==> config.mk <==
export PLATFORM = sky130hd
export DESIGN_NAME = regstk_seq
export DESIGN_NICKNAME = d
export VERILOG_FILES = /design/src/rtl/stk_pkg.sv /design/src/rtl/stk_ctrl.sv /design/src/rtl/stk_ptr.sv /design/src/rtl/stk_wb.sv /design/src/rtl/regstk_seq.sv
export SDC_FILE = /design/constraint.sdc
export NUM_CORES = 1
export LEC_CHECK = 0
export BUFFER_PORTS_ARGS = -buffer_cell sky130_fd_sc_hd__clkbuf_2
export CAP_MARGIN = 5
export CORE_MARGIN = 5
export CORE_UTILIZATION = 39
export CTS_CLUSTER_DIAMETER = 50
export DETAILED_ROUTE_END_ITERATION = 6
export GPL_ROUTABILITY_DRIVEN = 1
export HOLD_SLACK_MARGIN = 0.06
export MAX_ROUTING_LAYER = met4
export PLACE_DENSITY = 0.7
export SLEW_MARGIN = 20
export SYNTH_ARGS = -nofsm -noshare
export SYNTH_HDL_FRONTEND = slang
export SYNTH_HIERARCHICAL = 1
export SYNTH_SLANG_ARGS = --single-unit
==> constraint.sdc <==
create_clock -name clk_i -period 3 [get_ports clk_i]
set_clock_uncertainty 0.2 [all_clocks]
set_input_delay 0.45 -clock clk_i [delete_from_list [all_inputs] [get_ports clk_i]]
set_output_delay 0.45 -clock clk_i [all_outputs]
set_load 0.02 [all_outputs]
==> src/rtl/stk_pkg.sv <==
package stk_pkg;
  typedef enum logic [1:0] {
    OP_PUSH1 = 2'd0,
    OP_POP1  = 2'd1,
    OP_PUSHA = 2'd2,
    OP_POPA  = 2'd3
  } stk_op_e;

  typedef enum logic [1:0] {
    ST_IDLE = 2'd0,
    ST_PUSH = 2'd1,
    ST_RD   = 2'd2,
    ST_WB   = 2'd3
  } stk_st_e;
endpackage

==> src/rtl/stk_ctrl.sv <==
module stk_ctrl
  import stk_pkg::*;
#(
  parameter int NUM_REGS = 8,
  parameter int IDX_W    = $clog2(NUM_REGS)
) (
  input  logic             clk_i,
  input  logic             rst_ni,
  input  logic             cmd_valid_i,
  input  stk_op_e          cmd_op_i,
  input  logic [IDX_W-1:0] cmd_reg_i,
  output stk_st_e          st_o,
  output logic             all_o,
  output logic             last_o,
  output logic             accept_o,
  output logic [IDX_W-1:0] tgt_o
);
  localparam logic [IDX_W-1:0] LAST_BEAT = IDX_W'(NUM_REGS - 1);

  stk_st_e          st_q;
  stk_op_e          op_q;
  logic [IDX_W-1:0] reg_q;
  logic [IDX_W-1:0] beat_q;
  logic             is_push;

  assign accept_o = (st_q == ST_IDLE) && cmd_valid_i;
  assign all_o    = (op_q == OP_PUSHA) || (op_q == OP_POPA);
  assign is_push  = (op_q == OP_PUSH1) || (op_q == OP_PUSHA);
  assign last_o   = !all_o || (beat_q == LAST_BEAT);
  assign st_o     = st_q;

  // save walks up the index list, restore walks down
  always_comb begin
    if (!all_o)       tgt_o = reg_q;
    else if (is_push) tgt_o = beat_q;
    else              tgt_o = LAST_BEAT - beat_q;
  end

  always_ff @(posedge clk_i or negedge rst_ni) begin
    if (!rst_ni) begin
      st_q   <= ST_IDLE;
      op_q   <= OP_PUSH1;
      reg_q  <= '0;
      beat_q <= '0;
    end else begin
      unique case (st_q)
        ST_IDLE: if (accept_o) begin
          op_q   <= cmd_op_i;
          reg_q  <= cmd_reg_i;
          beat_q <= '0;
          st_q   <= (cmd_op_i == OP_PUSH1 || cmd_op_i == OP_PUSHA) ? ST_PUSH : ST_RD;
        end
        ST_PUSH: begin
          if (last_o) st_q <= ST_IDLE;
          else        beat_q <= beat_q + 1'b1;
        end
        ST_RD: begin
          if (last_o) st_q <= ST_WB;
          else        beat_q <= beat_q + 1'b1;
        end
        ST_WB:   st_q <= ST_IDLE;
        default: st_q <= ST_IDLE;
      endcase
    end
  end
endmodule

==> src/rtl/stk_ptr.sv <==
module stk_ptr #(
  parameter int ADDR_W = 16,
  parameter int STEP   = 2
) (
  input  logic              clk_i,
  input  logic              rst_ni,
  input  logic              load_i,
  input  logic [ADDR_W-1:0] load_val_i,
  input  logic              dec_i,
  input  logic              inc_i,
  output logic [ADDR_W-1:0] ptr_o,
  output logic [ADDR_W-1:0] dec_val_o,
  output logic [ADDR_W-1:0] inc_val_o,
  output logic [ADDR_W-1:0] base_o
);
  localparam logic [ADDR_W-1:0] STEP_V = ADDR_W'(STEP);

  logic [ADDR_W-1:0] ptr_q, base_q;

  // modular arithmetic gives the cyclic stack region
  assign dec_val_o = ptr_q - STEP_V;
  assign inc_val_o = ptr_q + STEP_V;
  assign ptr_o     = ptr_q;
  assign base_o    = base_q;

  always_ff @(posedge clk_i or negedge rst_ni) begin
    if (!rst_ni) begin
      ptr_q  <= '0;
      base_q <= '0;
    end else if (load_i) begin
      ptr_q  <= load_val_i;
      base_q <= load_val_i;
    end else if (dec_i) begin
      ptr_q  <= dec_val_o;
    end else if (inc_i) begin
      ptr_q  <= inc_val_o;
    end
  end
endmodule

==> src/rtl/stk_wb.sv <==
module stk_wb #(
  parameter int DATA_W = 16,
  parameter int IDX_W  = 3,
  parameter int SP_IDX = 4
) (
  input  logic              clk_i,
  input  logic              rst_ni,
  input  logic              issue_i,
  input  logic [IDX_W-1:0]  tgt_i,
  input  logic              all_i,
  input  logic [DATA_W-1:0] mem_rdata_i,
  output logic              rf_we_o,
  output logic [IDX_W-1:0]  rf_waddr_o,
  output logic [DATA_W-1:0] rf_wdata_o,
  output logic              sp_load_o
);
  logic             vld_q, all_q, hit_sp;
  logic [IDX_W-1:0] tgt_q;

  always_ff @(posedge clk_i or negedge rst_ni) begin
    if (!rst_ni) begin
      vld_q <= 1'b0;
      all_q <= 1'b0;
      tgt_q <= '0;
    end else begin
      vld_q <= issue_i;
      if (issue_i) begin
        all_q <= all_i;
        tgt_q <= tgt_i;
      end
    end
  end

  // SP slot never reaches the bank; full restore drops it entirely
  assign hit_sp     = vld_q && (tgt_q == IDX_W'(SP_IDX));
  assign rf_we_o    = vld_q && !hit_sp;
  assign sp_load_o  = hit_sp && !all_q;
  assign rf_waddr_o = tgt_q;
  assign rf_wdata_o = mem_rdata_i;
endmodule

==> src/rtl/regstk_seq.sv <==
module regstk_seq
  import stk_pkg::*;
#(
  parameter int DATA_W   = 16,
  parameter int ADDR_W   = 16,
  parameter int NUM_REGS = 8,
  parameter int SP_IDX   = 4,
  localparam int IDX_W   = $clog2(NUM_REGS)
) (
  input  logic              clk_i,
  input  logic              rst_ni,
  input  logic              cmd_valid_i,
  input  logic [1:0]        cmd_op_i,
  input  logic [IDX_W-1:0]  cmd_reg_i,
  output logic              busy_o,
  output logic              done_o,
  output logic [IDX_W-1:0]  rf_raddr_o,
  input  logic [DATA_W-1:0] rf_rdata_i,
  output logic              rf_we_o,
  output logic [IDX_W-1:0]  rf_waddr_o,
  output logic [DATA_W-1:0] rf_wdata_o,
  input  logic [ADDR_W-1:0] sp_i,
  output logic              sp_we_o,
  output logic [ADDR_W-1:0] sp_wdata_o,
  output logic [ADDR_W-1:0] mem_addr_o,
  output logic              mem_we_o,
  output logic              mem_re_o,
  output logic [DATA_W-1:0] mem_wdata_o,
  input  logic [DATA_W-1:0] mem_rdata_i
);
  localparam int STEP = DATA_W / 8;

  stk_st_e           st;
  logic              all, last, accept, in_push, in_rd, sp_load;
  logic [IDX_W-1:0]  tgt;
  logic [ADDR_W-1:0] ptr, ptr_dec, ptr_inc, base;

  stk_ctrl #(.NUM_REGS(NUM_REGS), .IDX_W(IDX_W)) u_ctrl (
    .clk_i      (clk_i),
    .rst_ni     (rst_ni),
    .cmd_valid_i(cmd_valid_i),
    .cmd_op_i   (stk_op_e'(cmd_op_i)),
    .cmd_reg_i  (cmd_reg_i),
    .st_o       (st),
    .all_o      (all),
    .last_o     (last),
    .accept_o   (accept),
    .tgt_o      (tgt)
  );

  assign in_push = (st == ST_PUSH);
  assign in_rd   = (st == ST_RD);

  stk_ptr #(.ADDR_W(ADDR_W), .STEP(STEP)) u_ptr (
    .clk_i     (clk_i),
    .rst_ni    (rst_ni),
    .load_i    (accept),
    .load_val_i(sp_i),
    .dec_i     (in_push),
    .inc_i     (in_rd),
    .ptr_o     (ptr),
    .dec_val_o (ptr_dec),
    .inc_val_o (ptr_inc),
    .base_o    (base)
  );

  stk_wb #(.DATA_W(DATA_W), .IDX_W(IDX_W), .SP_IDX(SP_IDX)) u_wb (
    .clk_i      (clk_i),
    .rst_ni     (rst_ni),
    .issue_i    (in_rd),
    .tgt_i      (tgt),
    .all_i      (all),
    .mem_rdata_i(mem_rdata_i),
    .rf_we_o    (rf_we_o),
    .rf_waddr_o (rf_waddr_o),
    .rf_wdata_o (rf_wdata_o),
    .sp_load_o  (sp_load)
  );

  assign busy_o     = (st != ST_IDLE);
  assign done_o     = (in_push && last) || (st == ST_WB);
  assign rf_raddr_o = tgt;

  // pre-decrement on push, post-increment on pop
  assign mem_addr_o  = in_push ? ptr_dec : ptr;
  assign mem_we_o    = in_push;
  assign mem_re_o    = in_rd;
  // SP slot stores the value held at acceptance
  assign mem_wdata_o = (tgt == IDX_W'(SP_IDX)) ? DATA_W'(base) : rf_rdata_i;

  // sp_load only occurs in ST_WB, never alongside a pointer step
  assign sp_we_o    = in_push || in_rd || sp_load;
  assign sp_wdata_o = sp_load ? ADDR_W'(mem_rdata_i) : (in_push ? ptr_dec : ptr_inc);
endmodule

* After elaboration in Yosys (flattened, before gate mapping)
Index checks and enable logic that the tools add are counted.
Word-level totals: word-level logic and storage cells 68, register bits after elaboration 47
Operators by class: add/subtract/negate cells 4, reduce and logical (&&, ||, !) cells 25, multiplexer cells 17, eq/ne operators 13
Operators by type and width (count):
- 16-bit 2-to-1 mux | 7
- 16-bit by 2-bit adder with 16-bit output, second input constant | 1
- 16-bit by 2-bit subtractor with 16-bit output, second input constant | 1
- 3-bit 2-to-1 mux | 4
- 2-bit equality test, second input constant | 5
- 3-bit equality test, second input constant | 3
- 2-bit 2-to-1 mux | 4
- 2-bit != test, second input constant | 4
- 2-bit one-hot mux with 4 select lines | 1
- 1-bit logical OR | 7
- 2-bit zero test | 3
- 3-bit one-hot mux with 2 select lines | 1
- 3-bit AND reduction | 2
- 1-bit logical AND | 5
- 2-bit nonzero test | 2
- 3-bit by 1-bit adder with 3-bit output, second input constant | 1
- 1-bit zero test | 3
- 3-bit nonzero test | 1
- 3-bit subtractor, first input constant | 1
- 2-bit by 1-bit equality test with 1-bit output, second input constant | 1
- 2-bit AND reduction | 1
- 2-bit OR reduction | 1

* Depth between registers and ports, before layout
depth in word-level cells 6, mapped depth 10, gate-level depth less buffers 8

* Cells and area by module
Netlist, hierarchy kept.
By module, submodules not included:
- stk_ptr | cells an instance 273, instances 1, area an instance 2255.9 sq um, seq. area each 800.8 sq um
- regstk_seq | cells an instance 98, instances 1, area an instance 805.8 sq um, seq. area each 0.0 sq um
- stk_ctrl | cells an instance 54, instances 1, area an instance 594.3 sq um, seq. area each 250.2 sq um
- stk_wb | cells an instance 28, instances 1, area an instance 311.5 sq um, seq. area each 125.1 sq um

* Worst setup path before layout
OpenSTA, ideal clock, no wires.
kind reg2out, start register u_ptr.ptr_q[1], in the netlist u_ptr/ptr_o[1], end output sp_wdata_o[11], data required time 2.350 ns, buffers on the path 1, slack -0.088 ns, arrival time 2.438 ns, cell stages (with the launch flop) 9, cells stage by stage dfrtp_1 inv_1 ha_1 or4b_1 buf_2 or4_1 nand2_1 mux2i_1 o21ai_0
Between the ends: longest elaborated chain between the ends 3
Ends and longest elaborated chain:
- from (decl) | RTL line stk_ptr.sv:18 | logic [ADDR_W-1:0] ptr_q, base_q;
- from (signal assigned) | RTL line stk_ptr.sv:31 | ptr_q <= load_val_i;
- from (signal assigned) | RTL line stk_ptr.sv:34 | ptr_q <= dec_val_o;
- from (signal assigned) | RTL line stk_ptr.sv:36 | ptr_q <= inc_val_o;
- 16-bit by 2-bit subtractor with 16-bit output | RTL line stk_ptr.sv:21 | assign dec_val_o = ptr_q - STEP_V;
- net ptr_dec[11] | RTL line regstk_seq.sv:36 | logic [ADDR_W-1:0] ptr, ptr_dec, ptr_inc, base;
- 16-bit 2-to-1 mux (2 in series) | RTL line regstk_seq.sv:93 | assign sp_wdata_o = sp_load ? ADDR_W'(mem_rdata_i) : (in_push ? ptr_dec : ptr_inc);
- to (decl) | RTL line regstk_seq.sv:24 | output logic [ADDR_W-1:0] sp_wdata_o,
The timed path passes the listed nets, and every way through them passes these cells.

* Worst setup path after layout
start register u_ptr.ptr_q[2], in the netlist u_ptr/ptr_o[2], end output mem_addr_o[11]
Between the ends: longest elaborated chain between the ends 2
Ends and longest elaborated chain:
- 16-bit by 2-bit subtractor with 16-bit output | RTL line stk_ptr.sv:21
- net ptr_dec[11] | RTL line regstk_seq.sv:36
- 16-bit 2-to-1 mux | RTL line regstk_seq.sv:85 | assign mem_addr_o = in_push ? ptr_dec : ptr;
- to (decl) | RTL line regstk_seq.sv:25 | output logic [ADDR_W-1:0] mem_addr_o,
The timed path passes the listed nets, and every way through them passes these cells.

==> impl_results.md <==
- Run status: finished with violations
- Failing checks: setup timing
- R2R setup slack: 0.39 ns
- Total core area: 9860 µm²
- Clk root buf: clkbuf_8
- Drt wl/cell: 16.3 µm
- Yosys top cell by area: dfrtp_1
- First-pass GRT wire length: 18600 µm
- Number of flops mapped to enable cells by yosys: 0
- DRC violations left: 0
- Via Count: 3744
- Mapped Cells: 453
- Clk slew on worst S/H paths: 0.09 ns
- Reg2reg start: u_ctrl/st_o[1]$_DFFE_PN0P_
- Area delta synth->final: 26.1%
- CTS HTree Levels: 2
- Synthesized cell area: 3970 µm²
- Largest net degree at the start of global routing: 37
- Area post-placement: 4690 µm²
- Fin. Hold Viols: 0
- Chip Height: 111 µm
- Reg2reg path depth: 8
- Initial Util: 40.2%
- Worst Path Required: 2.35 ns
- Syn Nets: 520
- Placed Cells: 690
- Clock Path Buffers: 2
- Ys async rst share: 100%
- Largest cells by area after synthesis: dfrtp_1 30%, mux2_2 12%, mux2i_1 5.8%
- Non-Filler Instances: 706
- Overall routing resource usage: 18.6%
- Rel. slew slack: 65.0%
- PortBufs: 131
- F_max: 326 MHz
- Hold crit path type: input port to register
- Most numerous cell in the Yosys netlist: dfrtp_1
- Total Nets Final: 639
- Final Cycle Share: 102%
- Synthesis-stage register bit count: 47
- Reg2reg end: u_ptr/ptr_o[3]$_DFFE_PN0N_
- Slew Limit Fails: 0
- Crit. End Element: primary output
- Drt initial violations: 217
- Synth top area share: 29.6%
- RSZ-0062 raised after global routing: true
- Syn Area/Cell: 8.76 µm²
- Top cells by count, synth: 47 x dfrtp_1, 44 x mux2_2, 42 x nand2_1
- Final WS setup: -0.0664 ns
- CTS Buf Count: 5
- Hold Path Sink: u_ptr/ptr_o[0]$_DFFE_PN0P_
- Post-synth top flop: dfrtp_1
- Share of cells above drive strength 1: 43.3%
- Startpoint types: register
- Peak supply drop: 534 µV
- CTS tree: yes
- Crit path DAT: 2.42 ns
- P per Cell Area: 1240 nW/µm²
- CTS Sinks: 47
- Critical path origin: u_ptr/ptr_o[2]$_DFFE_PN0N_
- Hold path start: sp_i[0]
- Worst setup path category: register to primary output
- Actual slew at the worst max-slew pin: 0.520 ns
- Synth warn: 6
- Final setup violation count: 4
- Seq/Total Area, Yosys: 29.6%
- Max Cap Viol: 0
- GPL Wtd Cong: 0.893
- Die Span X: 111 µm
- HPWL Detailed: 8930 µm
- Grt total ovfl: 0
- Vias per inst: 5.30
- Util after Layout: 50.7%
- Cell area after layout: 5000 µm²
- Pwr Total: 6.20 mW
- Initial antenna violation count: 0
- Clk_lat worst skew: 0.30 ns
- FP Rows: 36
- Final WL: 11500 µm
- Hold Path Stages: 3
- Die Area: 12300 µm²
- Number of global-route vias before repair: 3652
- Min cycle time layout: 3.07 ns
- # diodes: 0
- Crit path max fanout: 6
- Top-Level Pins: 132
- Leak pwr: 2.30 nW
- Post-synth cell types: 62
- ANT nets after route: 0
- Pre-Repair DR Iteration Count: 5
==> state kept, by name, summed over array words and instances, names as in the netlist <==
| register | count |
|---|---|
| u_ctrl/st_o | 2 |
| u_ctrl/reg_q | 3 |
| u_ptr/ptr_o | 16 |
| u_wb/all_q | 1 |
| u_ptr/base_o | 16 |
| u_ctrl/beat_q | 3 |
| u_wb/rf_waddr_o | 3 |
| u_ctrl/op_q | 2 |
| u_wb/vld_q | 1 |
==> worst max path at each step <==
| stage | end |
|---|---|
| after floorplan | sp_wdata_o[11] |
| after global placement | sp_wdata_o[11] |
| after detailed placement | sp_wdata_o[11] |
| after CTS | sp_wdata_o[11] |
| after global routing | sp_wdata_o[11] |
| final | mem_addr_o[11] |
==> cell families (layout without fill, tap and decap cells) <==
family          count (synthesis)  after routing  synth area share (%)
buf+inv                        87            207                  11.1
mux                            68             68                  18.7
flops                          47             47                  29.6
simple gates                  132            132                  17.4
fa+ha+maj                      11             11                  3.47
compound gates                 80             80                  13.6
xor+xnor                       28             28                  6.18
==> final cells by class <==
class	instances	area [µm²]
fill	956	4860
multi-input combinational	319	2460
sequential	47	1180
timing repair buffer	165	961
tap	133	166
inverter	34	128
clock buffer	7	96.3
clock inverter	1	7.51
==> worst max-delay path, cell delays in order, from the launching register on <==
cell,delay [ns]
dfrtp_1,0.39
inv_1,0.09
ha_4,0.13
or4b_4,0.50
buf_6,0.16
or4_4,0.42
nand2_2,0.08
buf_4,0.10
mux2_4,0.15
buf_8,0.11
==> layout by cell type (no fill, tap or decap), types with 3 or more instances in the layout <==
| cell | Yosys | layout |
|---|---|---|
| mux2i_1 | 23 | 23 |
| o22ai_1 | 4 | 4 |
| nand3_1 | 8 | 7 |
| a311o_1 | 3 | 3 |
| or4_4 | 2 | 3 |
| clkbuf_8 | 0 | 7 |
| xor2_1 | 12 | 11 |
| xnor2_1 | 16 | 15 |
| a21oi_1 | 10 | 10 |
| o21ai_0 | 31 | 27 |
| clkbuf_2 | 0 | 122 |
| o2111ai_1 | 4 | 4 |
| o21ai_1 | 2 | 6 |
| nor4_1 | 12 | 9 |
| nand4_1 | 5 | 5 |
| nand2_1 | 42 | 40 |
| nand2b_1 | 4 | 4 |
| nor3_1 | 9 | 9 |
| ha_1 | 11 | 8 |
| nor2_1 | 23 | 21 |
| inv_1 | 33 | 32 |
| mux2_2 | 44 | 43 |
| dfrtp_1 | 47 | 45 |
| or3_1 | 6 | 5 |
| nor2b_1 | 4 | 4 |
| a21o_1 | 3 | 3 |
| buf_4 | 22 | 37 |
==> routing by layer <==
layer	track usage (%)	wire length (µm)
met1	26.7	5450
met3	2.73	706
met4	4.43	200
met5	-	0
met2	27.5	5160
==> metrics by stage <==
| stage | hold WS, ns | setup WS [ns] | setup TNS (ns) |
|---|---|---|---|
| final | 0.167 | -0.0664 | -0.135 |
| after global routing | 0.186 | -0.176 | -1.14 |
| after CTS | 0.167 | -0.0881 | -0.147 |
| after detailed placement | 0.243 | 0.116 | 0 |
| after global placement | 0.232 | 0.159 | 0 |
| after floorplan | -0.0456 | 0.0625 | 0 |
==> timing repair <==
item	CTS	global route
endpoints found under the setup margin	9	17
setup buffers	1	6
hold buffers	1	0
pin swaps	3	6
resized for setup	16	30
hold endpoints to repair	19	0
==> report_power, final <==
part / switching (mW) / total (mW) / internal, mW
registers: 0.317 / 1.27 / 0.953
clock network: 0.219 / 0.429 / 0.210
logic: 2.62 / 4.50 / 1.88
total: 3.16 / 6.20 / 3.04
No activity file was read; power rests on OpenSTA's default activity.
